**src/rtl/sticky_err_pkg.sv**
```systemverilog
package sticky_err_pkg;
    typedef enum logic [1:0] {
        ST_WATCH = 2'd0,
        ST_COUNT = 2'd1,
        ST_CLEAR = 2'd2
    } clr_state_t;
endpackage

```
**src/rtl/err_prio_enc.sv**
```systemverilog
module err_prio_enc #(
    parameter int NUM_ERR = 7,
    parameter int CODE_W  = $clog2(NUM_ERR + 1)
) (
    input  logic [NUM_ERR-1:0] evt,
    output logic [CODE_W-1:0]  code
);
    // Ascending scan: the highest set bit is written last and wins.
    always_comb begin
        code = '0;
        for (int i = 0; i < NUM_ERR; i++) begin
            if (evt[i]) code = CODE_W'(i + 1);
        end
    end
endmodule

```
**src/rtl/clr_fsm.sv**
```systemverilog
module clr_fsm
    import sticky_err_pkg::*;
#(
    parameter int CLR_LEN = 8,
    parameter int CNT_W   = $clog2(CLR_LEN + 1)
) (
    input  logic clk,
    input  logic sel,
    output logic wipe
);
    localparam logic [CNT_W-1:0] LIMIT = CNT_W'(CLR_LEN);

    clr_state_t state_q, state_d;
    logic [CNT_W-1:0] cnt_q, cnt_d;

    // next state
    always_comb begin
        state_d = state_q;
        cnt_d   = cnt_q;
        if (!sel) begin
            state_d = ST_WATCH;              // go_watch
            cnt_d   = '0;
        end else begin
            unique case (state_q)
                ST_WATCH, ST_COUNT: begin
                    if (cnt_q == LIMIT) begin
                        state_d = ST_CLEAR;  // go_clear
                    end else begin
                        state_d = ST_COUNT;  // go_count / stay_count
                        cnt_d   = cnt_q + 1'b1;
                    end
                end
                ST_CLEAR: state_d = ST_CLEAR; // hold_clear
                default:  state_d = ST_WATCH;
            endcase
        end
    end

    // state register
    always_ff @(posedge clk) begin
        state_q <= state_d;
        cnt_q   <= cnt_d;
    end

    // outputs
    always_comb begin
        wipe = 1'b0;
        if (sel) begin
            unique case (state_q)
                ST_CLEAR:           wipe = 1'b1;
                ST_WATCH, ST_COUNT: wipe = (cnt_q == LIMIT);
                default:            wipe = 1'b0;
            endcase
        end
    end
endmodule

```
**src/rtl/code_hold.sv**
```systemverilog
module code_hold #(
    parameter int CODE_W = 3
) (
    input  logic              clk,
    input  logic              wipe,
    input  logic [CODE_W-1:0] new_code,
    output logic [CODE_W-1:0] held
);
    always_ff @(posedge clk) begin
        if (wipe)                held <= '0;
        else if (new_code > held) held <= new_code;
    end
endmodule

```
**src/rtl/sticky_err_reporter.sv**
```systemverilog
module sticky_err_reporter #(
    parameter int NUM_ERR = 7,
    parameter int CLR_LEN = 8,
    localparam int CODE_W = $clog2(NUM_ERR + 1)
) (
    input  logic               mclk,
    input  logic               sel_in,
    input  logic [NUM_ERR-1:0] err_evt,
    output logic [CODE_W-1:0]  err_code
);
    logic [CODE_W-1:0] enc_code;
    logic [CODE_W-1:0] held_q;
    logic              wipe;

    err_prio_enc #(.NUM_ERR(NUM_ERR), .CODE_W(CODE_W)) u_enc (
        .evt  (err_evt),
        .code (enc_code)
    );

    clr_fsm #(.CLR_LEN(CLR_LEN)) u_fsm (
        .clk  (mclk),
        .sel  (sel_in),
        .wipe (wipe)
    );

    code_hold #(.CODE_W(CODE_W)) u_hold (
        .clk      (mclk),
        .wipe     (wipe),
        .new_code (enc_code),
        .held     (held_q)
    );

    assign err_code = sel_in ? '0 : held_q;
endmodule

```
**config.mk**
```make
export PLATFORM = sky130hd
export DESIGN_NAME = sticky_err_reporter
export DESIGN_NICKNAME = d
export VERILOG_FILES = /design/src/rtl/sticky_err_pkg.sv /design/src/rtl/err_prio_enc.sv /design/src/rtl/clr_fsm.sv /design/src/rtl/code_hold.sv /design/src/rtl/sticky_err_reporter.sv
export SDC_FILE = /design/constraint.sdc
export NUM_CORES = 1
export LEC_CHECK = 0
export ABC_CLOCK_PERIOD_IN_PS = 2900
export BUFFER_PORTS_ARGS = -buffer_cell sky130_fd_sc_hd__buf_4
export CAP_MARGIN = 20
export CORE_AREA = 5 5 42 44
export CTS_BUF_LIST = sky130_fd_sc_hd__clkbuf_16
export DETAILED_ROUTE_END_ITERATION = 7
export DIE_AREA = 0 0 47 49
export GPL_ROUTABILITY_DRIVEN = 0
export PLACE_DENSITY = 0.62
export SYNTH_ARGS = -nofsm -noshare
export SYNTH_HDL_FRONTEND = slang
export SYNTH_SLANG_ARGS = --single-unit
```
**constraint.sdc**
```tcl
create_clock -name mclk -period 2.9 [get_ports mclk]
set_clock_uncertainty 0.15 [all_clocks]
set_input_delay 0.725 -clock mclk [delete_from_list [all_inputs] [get_ports mclk]]
set_output_delay 0.725 -clock mclk [all_outputs]
set_load 0.03 [all_outputs]
```
Word level (Yosys, flattened, before mapping)
Cells that the tools add are included.

storage, ports and cells
  flip-flop bits (word level) = 9
  input bits = 9
  output and inout bits = 3
  logic and storage cells = 24

cells by class
  $add $sub $neg = 1
  magnitude comparators = 1
  eq/ne operators = 3
  multiplexer cells = 12
  bitwise operators = 1
  reduce and logical (&&, ||, !) cells = 3

operator list
  kind                 number
  $mux 3               5
  $mux 2               3
  $add 4x1->4 const B  1
  $eq 4x4->1 const B   1
  $pmux 2 s2           1
  $gt 3x3->1           1
  $eq 2x1->1 const B   1
  $eq 2x2->1 const B   1
  $logic_not 2->1      1
  $mux 1               2
  $pmux 1 s2           1
  $reduce_and 2->1     1
  $reduce_or 2->1      1
  $not 1->1            1

Longest topological paths before layout
  word-level depth = 8
  depth in mapped cells = 8
  gate-level depth less buffers = 8

Cells and area by module
Synthesis repeated with hierarchy kept, for this count alone.

unflattened totals
  cells, all modules = 65
  area total of the unflattened synthesis = 551.8 um^2

by module, submodules not included
  module               times used  cells each  area an instance (um^2)  seq. area each (um^2)
  clr_fsm              1           30          279.0                    120.1
  code_hold            1           22          209.0                    60.1
  err_prio_enc         1           10          45.0                     0.0
  sticky_err_reporter  1           3           18.8                     0.0

Worst setup path before layout
Ideal clock, no wire load.

  kind = input -> output
  start = in sel_in
  end = out err_code[0]
  arrival = 1.345 ns
  data required time = 2.025 ns
  slack = 0.680 ns
  stages on the path = 2
  path buffers = 1
  cell sequence = clkbuf_1 > nor2b_1

between the ends
  word-level cells in the longest chain between the ends = 1

RTL lines
  item                RTL line                   text
  start: declaration  sticky_err_reporter.sv:7   input logic sel_in,
  $mux 3              sticky_err_reporter.sv:33  assign err_code = sel_in ? '0 : held_q;
  end: declaration    sticky_err_reporter.sv:9   output logic [CODE_W-1:0] err_code

No other way between the ends.

Worst setup path in the final report
  start = in err_evt[1]
  end = reg u_hold.held[1]

between the ends
  word-level cells in the longest chain between the ends = 7

RTL lines
  item                    RTL line                  text
  start: declaration      sticky_err_reporter.sv:8  input logic [NUM_ERR-1:0] err_evt,
  $mux 2 * (2 in series)  err_prio_enc.sv:12        if (evt[i]) code = CODE_W'(i + 1);
  $mux 3 * (4 in series)  err_prio_enc.sv:12
  $gt 3x3->1              code_hold.sv:11           else if (new_code > held) held <= new_code;
  end signal: assignment  code_hold.sv:11
  end: declaration        code_hold.sv:7            output logic [CODE_W-1:0] held

Mark *: on every way between the ends. The rest lies on a longest branch, timed or not.
A chain may end at the register's enable or synchronous reset.

==> metrics.cfg <==
[run_status]
outcome = completed

[timing]
setup_slack_ns = 0.674
min_period_ns = 2.23
fmax_ghz = 0.449
setup_viol = 0
slew_viol_final = 0
tightest_slew_ns = 0.391
rsz0062_at_grt = no
max-slew-margin-rel = 0.739
hold_slack_ns = 0.341
fin_crit_sh = 0.768
finalHoldViolCount = 0
setup_tns_ns = 0

[worst_setup_path]
cp_slowest_cell = a21oi_1
cp-end-kind = flip-flop
critical_path_class = input pin to flip-flop
crit_arrival_ns = 2.20
reg2regPathDepth = 6
startpoint = err_evt[1]
slowest_delay_ns = 0.32
r2r_slack_ns = 1.16
cp-endpoint = u_hold.held[1]
cpMostUsedCell = a21oi_1
critPathRequiredTime_ns = 2.87
crit_fanout = 6
crit_path_start_kind = input pin
rr_endpoint = u_hold.held[1]
reg2reg_from = u_hold.held[2]
crit_chain = buf_4, inv_1, a21oi_1, o31a_1, ha_1, and3_1, a21oi_1, nor2b_1, nor3_1

[synthesis]
synth-seq-area-share = 0.350
synth-seq-cells = 9
synthFlopType = dfxtp_1
yosysTopAreaCellShare = 0.350
yosys-top-cells-count = dfxtp_1, nor2_1, inv_1
synth_area_leaders = dfxtp_1, ha_1, nor2_1
synth.distinct_cells = 25
ys_warn_count = 0
async_reset_ff_frac = 0
synthesis.area_sq_um = 514
synth_edf_count = 0
synth.avg_cell_area_sq_um = 8.57
yosysMostFrequentCell = dfxtp_1
synth_fp_nets = 74
synth_top_area_cell = dfxtp_1
syn-instance-count = 60

[cts]
cts_setup_buffers = 0
clk_latency_ns = 0.23
cts.clk_slew.worst_paths_ns = 0.04
clock_path_buffers = 2
htreeDepth = 1
hold_buffers = 0
cts_sinks = 9
cts_tree = yes
clk_root_buffer_cell = clkbuf_16
cts_made_buffers = 3
cts_resized = 0

[flow_run]
maxCapViolations = 0

[cells_and_area]
utilization = 0.494
regArea_sq_um = 180
syn2layout_area_growth_pct = 34.6
nFillCells = 145
multi_input_area_sq_um = 300
diodes = 0
drive_gt1_frac = 0.243
nNetsFinal = 89

[route]
drc = 0
totalWireLength_um = 983
ant_nets = 0
drt_iter0_drc = 4
viasPerCell = 4.96
vias = 446
wl_per_cell_um = 10.9
dr.pass1.iters = 3

[global_route]
grt_first_pass_wirelength_um = 1770
antenna_found_initial = 0
grt_max_degree = 11
grt_usage = 0.111
grt_pass1_vias = 464
gr-total-overflow = 0

[pwr]
power.density_mw_per_mm2 = 824
vdd_drop_max_mv = 0.323
leakage_nw = 0.333

[placed_design]
place_ws_ns = 0.419
port_buffers = 11
hpwlAfterDp_um = 761

[floorplan]
start_util = 0.367
dieArea_sq_mm = 0.00230
core_area_sq_mm = 0.00140
die_h_um = 49
core.rowCount = 14
num_io_pins = 12
die_w_um = 47

[worst_hold_path]
holdCritPathClass = flip-flop to flip-flop

-- placed cells by master, fill, tap and decap left out, drive strengths merged --
cell    netlist  layout
and3          1       1
nor2          8       8
nand4         1       1
a211oi        1       1
o31a          1       1
a31oi         1       1
buf           0      11
nor2b         4       4
inv           8       9
dfxtp         9       9
nand2         2       2
o21a          1       1
o211ai        1       1
mux2i         1       1
a21oi         4       4
nor3          1       1
ha            5       5
o31ai         1       1
and4bb        1       1
nand3b        1       1
a311oi        1       1
or4           1       1
and2          3       3
xnor2         2       2
clkbuf        1       3
-- cell families (layout without fill, tap and decap cells) --
kind of cell,after synthesis,count (layout),share of synthesized area
AND/OR/NAND/NOR,23,23,0.253
AO/OA/AOI/OAI,11,11,0.156
flip-flops,9,9,0.350
buffers and inverters,9,23,0.0657
adder cells (fa/ha/maj),5,5,0.122
XOR/XNOR,2,2,0.0341
multiplexers,1,1,0.0195
-- critical path, delay by kind of cell --
| kind | cells | cell delay (ns) |
|---|---|---|
| buffers and inverters | 2 | 0.15 |
| AO/OA/AOI/OAI | 3 | 0.63 |
| adder cells (fa/ha/maj) | 1 | 0.29 |
| AND/OR/NAND/NOR | 3 | 0.40 |
-- worst min-delay path by stage --
stage	from	to	cells past startpoint
2_1_floorplan	u_fsm.cnt_q[2]	u_fsm.cnt_q[2]	2
3_3_place_gp	u_fsm.cnt_q[2]	u_fsm.cnt_q[2]	2
3_5_place_dp	u_hold.held[2]	u_hold.held[2]	2
4_1_cts	u_hold.held[2]	u_hold.held[2]	2
5_1_grt	u_hold.held[1]	u_hold.held[1]	2
6_report	u_fsm.cnt_q[2]	u_fsm.cnt_q[2]	2
-- final cells by class --
type | instances | share of cell area
clock buffers | 3 | 0.108
clock inverters | 1 | 0.00542
inverters | 8 | 0.0434
multi-input cells | 42 | 0.434
flip-flops and latches | 9 | 0.260
well taps | 16 | 0.0289
repair buffers | 11 | 0.119
-- metrics by stage --
stage / instance area (sq um) / total power [W] / cells
floorplan: 514 / 0.000286 / 60
global placement: 613 / 0.000331 / 86
detailed placement: 613 / 0.000334 / 86
CTS: 692 / 0.000579 / 90
global route: 692 / 0.000616 / 90
finish: 692 / 0.000570 / 90
-- report_power, final --
group	switching, W	internal [W]	total, W
logic	0.0000922	0.0000754	0.000168
clock network	0.0000611	0.000180	0.000241
registers	0.0000136	0.000148	0.000161
-- registers in the layout, summed over array words and instances, names as in the netlist --
name           flops
u_fsm.cnt_q        4
u_fsm.state_q      2
u_hold.held        3
-- metal layers --
layer | track usage | vias up | routed length, um
met3 | 0.0332 | 4 | 37
met2 | 0.176 | 9 | 492
met1 | 0.103 | 201 | 400
met5 | 0 | - | 0
met4 | 0.111 | 0 | 52
li1 | - | 232 | -
No activity file was read; power rests on OpenSTA's default activity.
